**src/rtl/i2c_reg_slave.sv**
```systemverilog
module i2c_reg_slave #(
  parameter logic [6:0] DEV_ADDR = 7'h10,
  parameter int         PTR_W    = 8
) (
  input  logic clk,
  input  logic rst_n,
  input  logic scl_in,
  input  logic sda_in,
  output logic sda_pull
);
  localparam int NREGS = 1 << PTR_W;

  typedef enum logic [1:0] {ST_IDLE, ST_ADDR, ST_WRITE, ST_READ} st_t;

  logic [1:0] scl_sync, sda_sync;
  logic       scl_q, sda_q;
  logic       scl_s, sda_s;

  always_ff @(posedge clk or negedge rst_n)
    if (!rst_n) begin
      scl_sync <= 2'b11;
      sda_sync <= 2'b11;
      scl_q    <= 1'b1;
      sda_q    <= 1'b1;
    end else begin
      scl_sync <= {scl_sync[0], scl_in};
      sda_sync <= {sda_sync[0], sda_in};
      scl_q    <= scl_sync[1];
      sda_q    <= sda_sync[1];
    end

  assign scl_s = scl_sync[1];
  assign sda_s = sda_sync[1];

  logic scl_rise, scl_fall, start_c, stop_c;
  assign scl_rise = scl_s & ~scl_q;
  assign scl_fall = ~scl_s & scl_q;
  assign start_c  = scl_s & scl_q & sda_q & ~sda_s;
  assign stop_c   = scl_s & scl_q & ~sda_q & sda_s;

  st_t              st;
  logic [3:0]       bitcnt;
  logic [7:0]       shreg, txreg;
  logic             ack_phase, rw_bit, ptr_pending, master_ack;
  logic [PTR_W-1:0] ptr;
  logic [7:0]       regs [NREGS];
  logic [7:0]       rd_data;

  logic byte_done, addr_hit, wr_en, ptr_ld, rd_load;
  assign byte_done = scl_fall & (bitcnt == 4'd8) & ~ack_phase;
  assign addr_hit  = (shreg[7:1] == DEV_ADDR);
  assign wr_en     = byte_done & (st == ST_WRITE) & ~ptr_pending;
  assign ptr_ld    = byte_done & (st == ST_WRITE) & ptr_pending;
  assign rd_load   = scl_fall & ack_phase & ~start_c & ~stop_c &
                     (((st == ST_ADDR) & rw_bit) | ((st == ST_READ) & master_ack));
  assign rd_data   = regs[ptr];

  always_ff @(posedge clk or negedge rst_n)
    if (!rst_n) begin
      st          <= ST_IDLE;
      bitcnt      <= '0;
      shreg       <= '0;
      txreg       <= '0;
      ack_phase   <= 1'b0;
      rw_bit      <= 1'b0;
      ptr_pending <= 1'b0;
      master_ack  <= 1'b0;
      sda_pull    <= 1'b0;
    end else if (start_c) begin
      st        <= ST_ADDR;
      bitcnt    <= '0;
      ack_phase <= 1'b0;
      sda_pull  <= 1'b0;
    end else if (stop_c) begin
      st        <= ST_IDLE;
      ack_phase <= 1'b0;
      sda_pull  <= 1'b0;
    end else if (st != ST_IDLE) begin
      if (scl_rise) begin
        if (bitcnt < 4'd8) begin
          shreg  <= {shreg[6:0], sda_s};
          bitcnt <= bitcnt + 4'd1;
        end else if (ack_phase) begin
          master_ack <= ~sda_s;
        end
      end
      if (scl_fall) begin
        if (byte_done) begin
          case (st)
            ST_ADDR:
              if (addr_hit) begin
                ack_phase <= 1'b1;
                sda_pull  <= 1'b1;
                rw_bit    <= shreg[0];
              end else begin
                st <= ST_IDLE;
              end
            ST_WRITE: begin
              ack_phase   <= 1'b1;
              sda_pull    <= 1'b1;
              ptr_pending <= 1'b0;
            end
            default: begin
              ack_phase  <= 1'b1;
              sda_pull   <= 1'b0;
              master_ack <= 1'b0;
            end
          endcase
        end else if (ack_phase) begin
          ack_phase <= 1'b0;
          bitcnt    <= '0;
          sda_pull  <= 1'b0;
          if (st == ST_ADDR) begin
            st          <= rw_bit ? ST_READ : ST_WRITE;
            ptr_pending <= ~rw_bit;
          end
          if (st == ST_READ && !master_ack) st <= ST_IDLE;
          if (rd_load) begin
            txreg    <= {rd_data[6:0], 1'b0};
            sda_pull <= ~rd_data[7];
          end
        end else if (st == ST_READ) begin
          sda_pull <= ~txreg[7];
          txreg    <= {txreg[6:0], 1'b0};
        end
      end
    end

  always_ff @(posedge clk or negedge rst_n)
    if (!rst_n)                ptr <= '0;
    else if (ptr_ld)           ptr <= PTR_W'(shreg);
    else if (wr_en || rd_load) ptr <= ptr + 1'b1;

  always_ff @(posedge clk or negedge rst_n)
    if (!rst_n) begin
      for (int i = 0; i < NREGS; i++) regs[i] <= '0;
    end else if (wr_en) begin
      regs[ptr] <= shreg;
    end

  assert_sda_scl_low_R9: assert property (@(posedge clk) disable iff (!rst_n)
    !$stable(sda_pull) |-> !scl_s);

  assert_idle_release_R2: assert property (@(posedge clk) disable iff (!rst_n)
    (st == ST_IDLE) |-> !sda_pull);

  assert_ack_hold_R3: assert property (@(posedge clk) disable iff (!rst_n)
    (ack_phase && st != ST_READ) |-> sda_pull);

  assert_master_slot_free_R6: assert property (@(posedge clk) disable iff (!rst_n)
    (ack_phase && st == ST_READ) |-> !sda_pull);

  assert_write_step_R4: assert property (@(posedge clk) disable iff (!rst_n)
    wr_en |=> ptr == PTR_W'($past(ptr) + 1'b1));

  assert_read_step_R5: assert property (@(posedge clk) disable iff (!rst_n)
    rd_load |=> ptr == PTR_W'($past(ptr) + 1'b1));

  assert_restart_keep_R7: assert property (@(posedge clk) disable iff (!rst_n)
    start_c |=> (st == ST_ADDR) && (bitcnt == 4'd0) && (ptr == $past(ptr)));

  assert_bit_range_R5: assert property (@(posedge clk) disable iff (!rst_n)
    bitcnt <= 4'd8);
endmodule

```
**config.mk**
```make
export PLATFORM = sky130hd
export DESIGN_NAME = i2c_reg_slave
export DESIGN_NICKNAME = d
export VERILOG_FILES = /design/src/rtl/i2c_reg_slave.sv
export SDC_FILE = /design/constraint.sdc
export NUM_CORES = 2
export LEC_CHECK = 0
export BUFFER_PORTS_ARGS = -buffer_cell sky130_fd_sc_hd__buf_2
export CAP_MARGIN = 20
export CELL_PAD_IN_SITES_DETAIL_PLACEMENT = 0
export CELL_PAD_IN_SITES_GLOBAL_PLACEMENT = 1
export CORE_MARGIN = 10
export CORE_UTILIZATION = 30
export DETAILED_ROUTE_END_ITERATION = 7
export HOLD_SLACK_MARGIN = 0.06
export PLACE_DENSITY_LB_ADDON = 0.08
export SLEW_MARGIN = 20
export SYNTH_ARGS = -nofsm -noshare
export SYNTH_HDL_FRONTEND = slang
export SYNTH_SLANG_ARGS = --single-unit
```
**constraint.sdc**
```tcl
create_clock -name clk -period 5.9 [get_ports clk]
set_input_delay 1.18 -clock clk [delete_from_list [all_inputs] [get_ports clk]]
set_output_delay 1.18 -clock clk [all_outputs]
set_load 0.005 [all_outputs]
```
======== Yosys cells after proc, flatten, opt, wreduce, memory -nomap -nowiden ========
Index checks and enable logic that the tools add are counted.
W data, S select, Z words.
operators by class
  bitwise gates (word level) .............. 32
  equal/unequal tests ..................... 11
  add/sub/neg operators ................... 2
  order comparisons ....................... 3
  multiplexer cells ....................... 56
  reduce and logical (&&, ||, !) cells .... 25
operators with widths
  operator               number
  $bwmux W2048           1
  $bmux W8 S8            1
  $demux W8 S8           1
  $mux W8                8
  $mux W4                8
  $mux W1                26
  $reduce_and A7 Y1      3
  $mux W2                10
  $and A1 B1 Y1          18
  $not A1 Y1             12
  $reduce_bool A2 Y1     6
  $ge A9 B9 Y1 const B   1
  $lt A9 B1 Y1 const B   1
  $not A8 Y9             1
  $add A8 B1 Y8 const B  1
  $reduce_bool A4 Y1     2
  $eq A7 B5 Y1 const B   1
  $reduce_and A3 Y1      2
  $reduce_and A6 Y1      1
  $reduce_bool A3 Y1     2
  $ne A5 B5 Y1 const B   1
  $reduce_and A5 Y1      1
  $reduce_bool A5 Y1     1
  $add A4 B1 Y4 const B  1
  16 further kinds       19
storage, ports and cells
  bits of input ports ..................... 4
  bits in registers ....................... 2089
  word-level logic and storage cells ...... 399

======== Depth between registers and ports, before layout ========
  depth in word-level cells ............... 14
  gate-level depth with buffers ........... 13
  mapped depth without buffers ............ 9

======== Worst setup path before layout ========
Ideal clock, no wire load.
  path kind ............................... reg2reg
  start ................................... register ptr[0]
  end ..................................... register regs[888] in the netlist's numbering
  path buffers ............................ 7
  stages on the path, launching flop included .. 14
  setup slack ............................. 2.949 ns
  setup time .............................. 0.128 ns
  data arrival time ....................... 2.824 ns
  cells stage by stage .................... dfrtp_1 > buf_6 > buf_4 > buf_6 > buf_4 > inv_1 > buf_4 > buf_2 > ha_1 > nand2_2 > nor3_2 > buf_4 > nand2_2 > mux2_1
between the ends
  word-level cells in the longest chain between the ends .. 6
  elaborated cells on any way between the ends .. 7
  classes of those cells .................. 2 x order compare; 3 x mux; 1 x bitwise; 1 x reduce/logical
ends and longest elaborated chain
  item                                                                RTL line  text
  start: declaration                                                  45        logic [PTR_W-1:0] ptr;
  start signal: assignment                                            131       else if (ptr_ld) ptr <= PTR_W'(shreg);
  start signal: assignment                                            132       else if (wr_en || rd_load) ptr <= ptr + 1'b1;
  $not A8 Y9 (implied by the code) (*)                                138       regs[ptr] <= shreg;
  $ge A9 B9 Y1 (implied by the code) or $lt A9 B1 Y1 (tied branches)  138
  $logic_and A1 B1 Y1 (implied by the code)                           138
  $mux W8 (implied by the code)                                       138
  $demux W8 S8 (*)                                                    138
  $bwmux W2048 (*)                                                    138
  end signal: indexed assignment                                      138
  end: declaration                                                    46        logic [7:0] regs [NREGS];
Mark *: on every way between the ends. The rest lies on a longest branch, timed or not.
A chain may end at the register's enable or synchronous reset.

======== Final worst setup path ========
  start ................................... register ptr[0]
  end ..................................... register sda_pull
between the ends
  word-level cells in the longest chain between the ends .. 12
ends and longest elaborated chain
  item                                        RTL line  text
  $not A8 Y9 (implied by the code)            56        assign rd_data = regs[ptr];
  $bmux W8 S8                                 56
  $mux W8 (implied by the code) (2 in a row)  56
  $not A1 Y1                                  120       sda_pull <= ~rd_data[7];
  $mux W1                                     118       if (rd_load) begin
  $mux W1                                     109       end else if (ack_phase) begin
  $mux W1                                     88        if (byte_done) begin
  $mux W1                                     87        if (scl_fall) begin
  $mux W1                                     78        end else if (st != ST_IDLE) begin
  $mux W1                                     74        end else if (stop_c) begin
  $mux W1                                     69        end else if (start_c) begin
  end signal: assignment                      120
  end signal: assignment                      123       sda_pull <= ~txreg[7];
  end: declaration                            9         output logic sda_pull
No other way between the ends. The select of a mux whose other input is x is not followed.

==> parameters.txt <==
Parameter                              Value

Clock network
  Sink count of the clock tree    2,088
  Clock-pin transition on the worst setup and hold timing paths    60 ps
  Number of levels the H-tree was split into    5
  Hold_buf cts    0
  Post-CTS setup buffer count    0
  Clock tree from TritonCTS    built
  Buffers from clock root to sink, at most    4
  Resized Gates After CTS    0
  CTS Root Buffer Type    clkbuf_16
  Later-pin clock latency in the skew report    890 ps
  Number of CTS-inserted buffers    262

Finish
  Proportion of layout cells with a drive suffix above 1    47.0%
  Most used cells in the layout excluding fill and tap cells    dfrtp_1, mux2_2, mux4_2, mux2_1, nand2_1
  Post-layout nets    6,155
  Cell area after layout    109,000 sq um
  Filler instances    30,400
  Leading cell type in the layout, fill and taps excluded    dfrtp_1
  Synthesis-to-finish area growth    14.6%

Critical path
  Critical-path cell list    buf_12, and2_2, buf_4, a22oi_1, o2111ai_1, o2111ai_1, or4_1, nor4b_1, o41a_1
  Data arrival, critical path    5590 ps
  Count of cells along the worst register-to-register path    9
  Slowest stage cell, crit path    dfrtp_4
  Required time at the worst-slack endpoint    6710 ps
  Highest fanout seen on the critical path    45
  Crit Reg-Reg Endpoint    sda_pull
  Startpoint of the most critical register-to-register path    ptr[0]
  Largest stage delay on the critical path    830 ps
  Critical path class    flop to flop
  CP Launch Type    flop
  Most common cell type on the critical path    o2111ai_1
  Endpoint class of the critical path    flop
  Setup slack of the most critical reg-to-reg path    1130 ps

Timing
  Worst slew slack as a fraction of its limit    17.3%
  Minimum setup slack in the final design    1130 ps
  RSZ-0062 raised after global routing    no
  Actual transition at the worst max-transition pin    1210 ps
  Peak Freq    209 MHz
  Final Cycle Share    80.9%
  Count of endpoints failing setup in the final report    0
  Final sum of negative setup slack    0 ps
  Max Transition Viols Final    0
  Clock period minus worst slack    4770 ps
  Final setup skew    44.3 ps
  Number of endpoints with negative hold slack in the final report    0

Routing
  Wirelength per Cell    32.0 microns
  Number of search-and-repair iterations in the first detailed-routing pass    5
  Routed wl met2    155 mm
  Via count    55,200
  Remaining routing DRC violations    0
  Uppermost routed layer    met4
  Mean number of vias per cell    5.24
  Met3 Routed Length    11.0 mm
  Met1 Wirelength    160 mm
  Routed wire length    336 mm
  ANT nets after route    0
  Violation count after the first detailed-route iteration    3,268

Global routing
  Vias in the first global route    58,700
  Antenna violations before repair    14
  Residual overflow from global routing    0
  First-pass GRT wire length    482 mm
  Largest net degree at the start of global routing    161
  Global-route usage over all layers    19.5%

Status
  Result of the run    finished, final reports clean

Place
  RD Place Congestion    0.795
  Pre-CTS setup slack    1210 ps
  Port Buffer Count    4
  Detailed Place HPWL    219 mm
  Cell area after placement    101,000 sq um

Synthesis
  Sequential area share after synthesis    54.7%
  Netlist Area Pre-Place    95,500 sq um
  Yosys synthesis warning count    0
  Post-synthesis area per instance    15.5 sq um
  Post-synth ARST share    100%
  Number of enable flip-flop cells after synthesis    0
  Top flip-flop cell by instance count after synthesis    dfrtp_1
  Unique cell type count in the Yosys netlist    71
  #FFs+latches synth    2,088
  Gate count of the mapped netlist    6,142
  Synthesized netlist net count    6,156

Die
  Boundary pin count    5
  Number of placement rows    207
  Die ar.    341,000 sq um
  Vertical die dimension    584 microns
  Horizontal die dimension    584 microns
  Effective utilization at floorplan    30.1%
  Area of the core    318,000 sq um

Power
  Worst IR drop on VDD    0.210 mV
  Leak pwr    51.5 nW
  Power Density    285 nW/um^2

Min path
  Tightest Hold Check Type    input pin to asynchronous set/reset pin

Run
  Number of violations of the max-capacitance limit    0
where the power goes:
| group | leakage, nW | switching (mW) | internal (mW) |
|---|---|---|---|
| Sequential | 29.1 | 0.0764 | 14.3 |
| Clock | 4.18 | 6.55 | 9.50 |
| Combinational | 18.2 | 0.594 | 0.0843 |
stage by stage:
step	power, mW	hold slack (ps)	utilization (%)	cells
3_3_place_gp	15.4	352	31.8	10100
5_1_grt	32.4	165	34.5	10500
4_1_cts	31.7	330	34.4	10500
2_1_floorplan	14.8	345	-	6142
6_report	31.1	194	34.5	10500
3_5_place_dp	15.4	348	31.8	10100
cell families (layout without fill, tap and decap cells):
| family | after synthesis | count (layout) | share of synthesized area [%] |
|---|---|---|---|
| simple gates | 572 | 572 | 2.86 |
| other cells | 0 | 9 | 0 |
| buf+inv | 482 | 676 | 2.25 |
| fa+ha+maj | 10 | 10 | 0.131 |
| compound gates | 277 | 277 | 2.05 |
| flops | 2088 | 2088 | 54.7 |
| xor+xnor | 5 | 5 | 0.0459 |
| mux | 2708 | 2708 | 37.9 |
cell usage after synthesis, drive strengths merged (11+ instances only):
| master | instances | area share, % |
|---|---|---|
| nor2b | 16 | 0.10 |
| o21ai | 31 | 0.16 |
| a22oi | 63 | 0.50 |
| mux2 | 2065 | 24 |
| nor2 | 59 | 0.26 |
| nand2 | 355 | 1.5 |
| a31oi | 16 | 0.10 |
| mux4 | 521 | 12 |
| nor3 | 22 | 0.14 |
| clkbuf | 286 | 1.1 |
| mux2i | 122 | 1.3 |
| inv | 11 | 0.043 |
| a221oi | 15 | 0.14 |
| nand3 | 50 | 0.26 |
| a22o | 19 | 0.17 |
| buf | 185 | 1.1 |
| o22ai | 15 | 0.098 |
| dfrtp | 2082 | 55 |
| a21oi | 50 | 0.26 |
worst max-delay path: cells and delay by family (launching register included):
kind                   cells  cell delay, ps
DFF                        1             830
AOI/OAI and AO/OA          4            1310
buffers and inverters      2             780
and+or+nand+nor            3            1690
metal layers:
layer,track usage [%],vias to the layer above
li1,-,23100
met1,28.1,30800
met2,30.9,883
met3,2.45,401
met4,5.26,0
met5,0,-
cell type report:
class                      count  area [sq um]  share of cell area, %
sequential                  2088         52300                   47.8
multi-input combinational   3572         41300                   37.7
clock buffer                 400          7890                   7.21
tap                         4180          5230                   4.78
timing repair buffer         206          2050                   1.87
clock inverter                59           598                  0.546
inverter                      11          48.8                 0.0446
antenna                        9          22.5                 0.0206
state kept, by name (all words and copies together) (netlist names):
register,count
scl_q,1
sda_q,1
rw_bit,1
ptr_pending,1
sda_sync,2
regs,2048
sda_pull,1
ack_phase,1
shreg,8
scl_sync,2
st,2
bitcnt,4
master_ack,1
ptr,8
txreg,7
worst max-delay path by stage:
stage                 from        end  slack [ps]  cells after the start
finish              ptr[0]   sda_pull        1130                      9
global route        ptr[0]   sda_pull        1070                      9
CTS                 ptr[0]   sda_pull        1180                      9
detailed placement  ptr[0]   sda_pull        1210                      9
global placement    ptr[1]   txreg[4]        1030                      6
floorplan           ptr[0]  regs[888]        2950                     13
No activity file was read; power rests on OpenSTA's default activity.
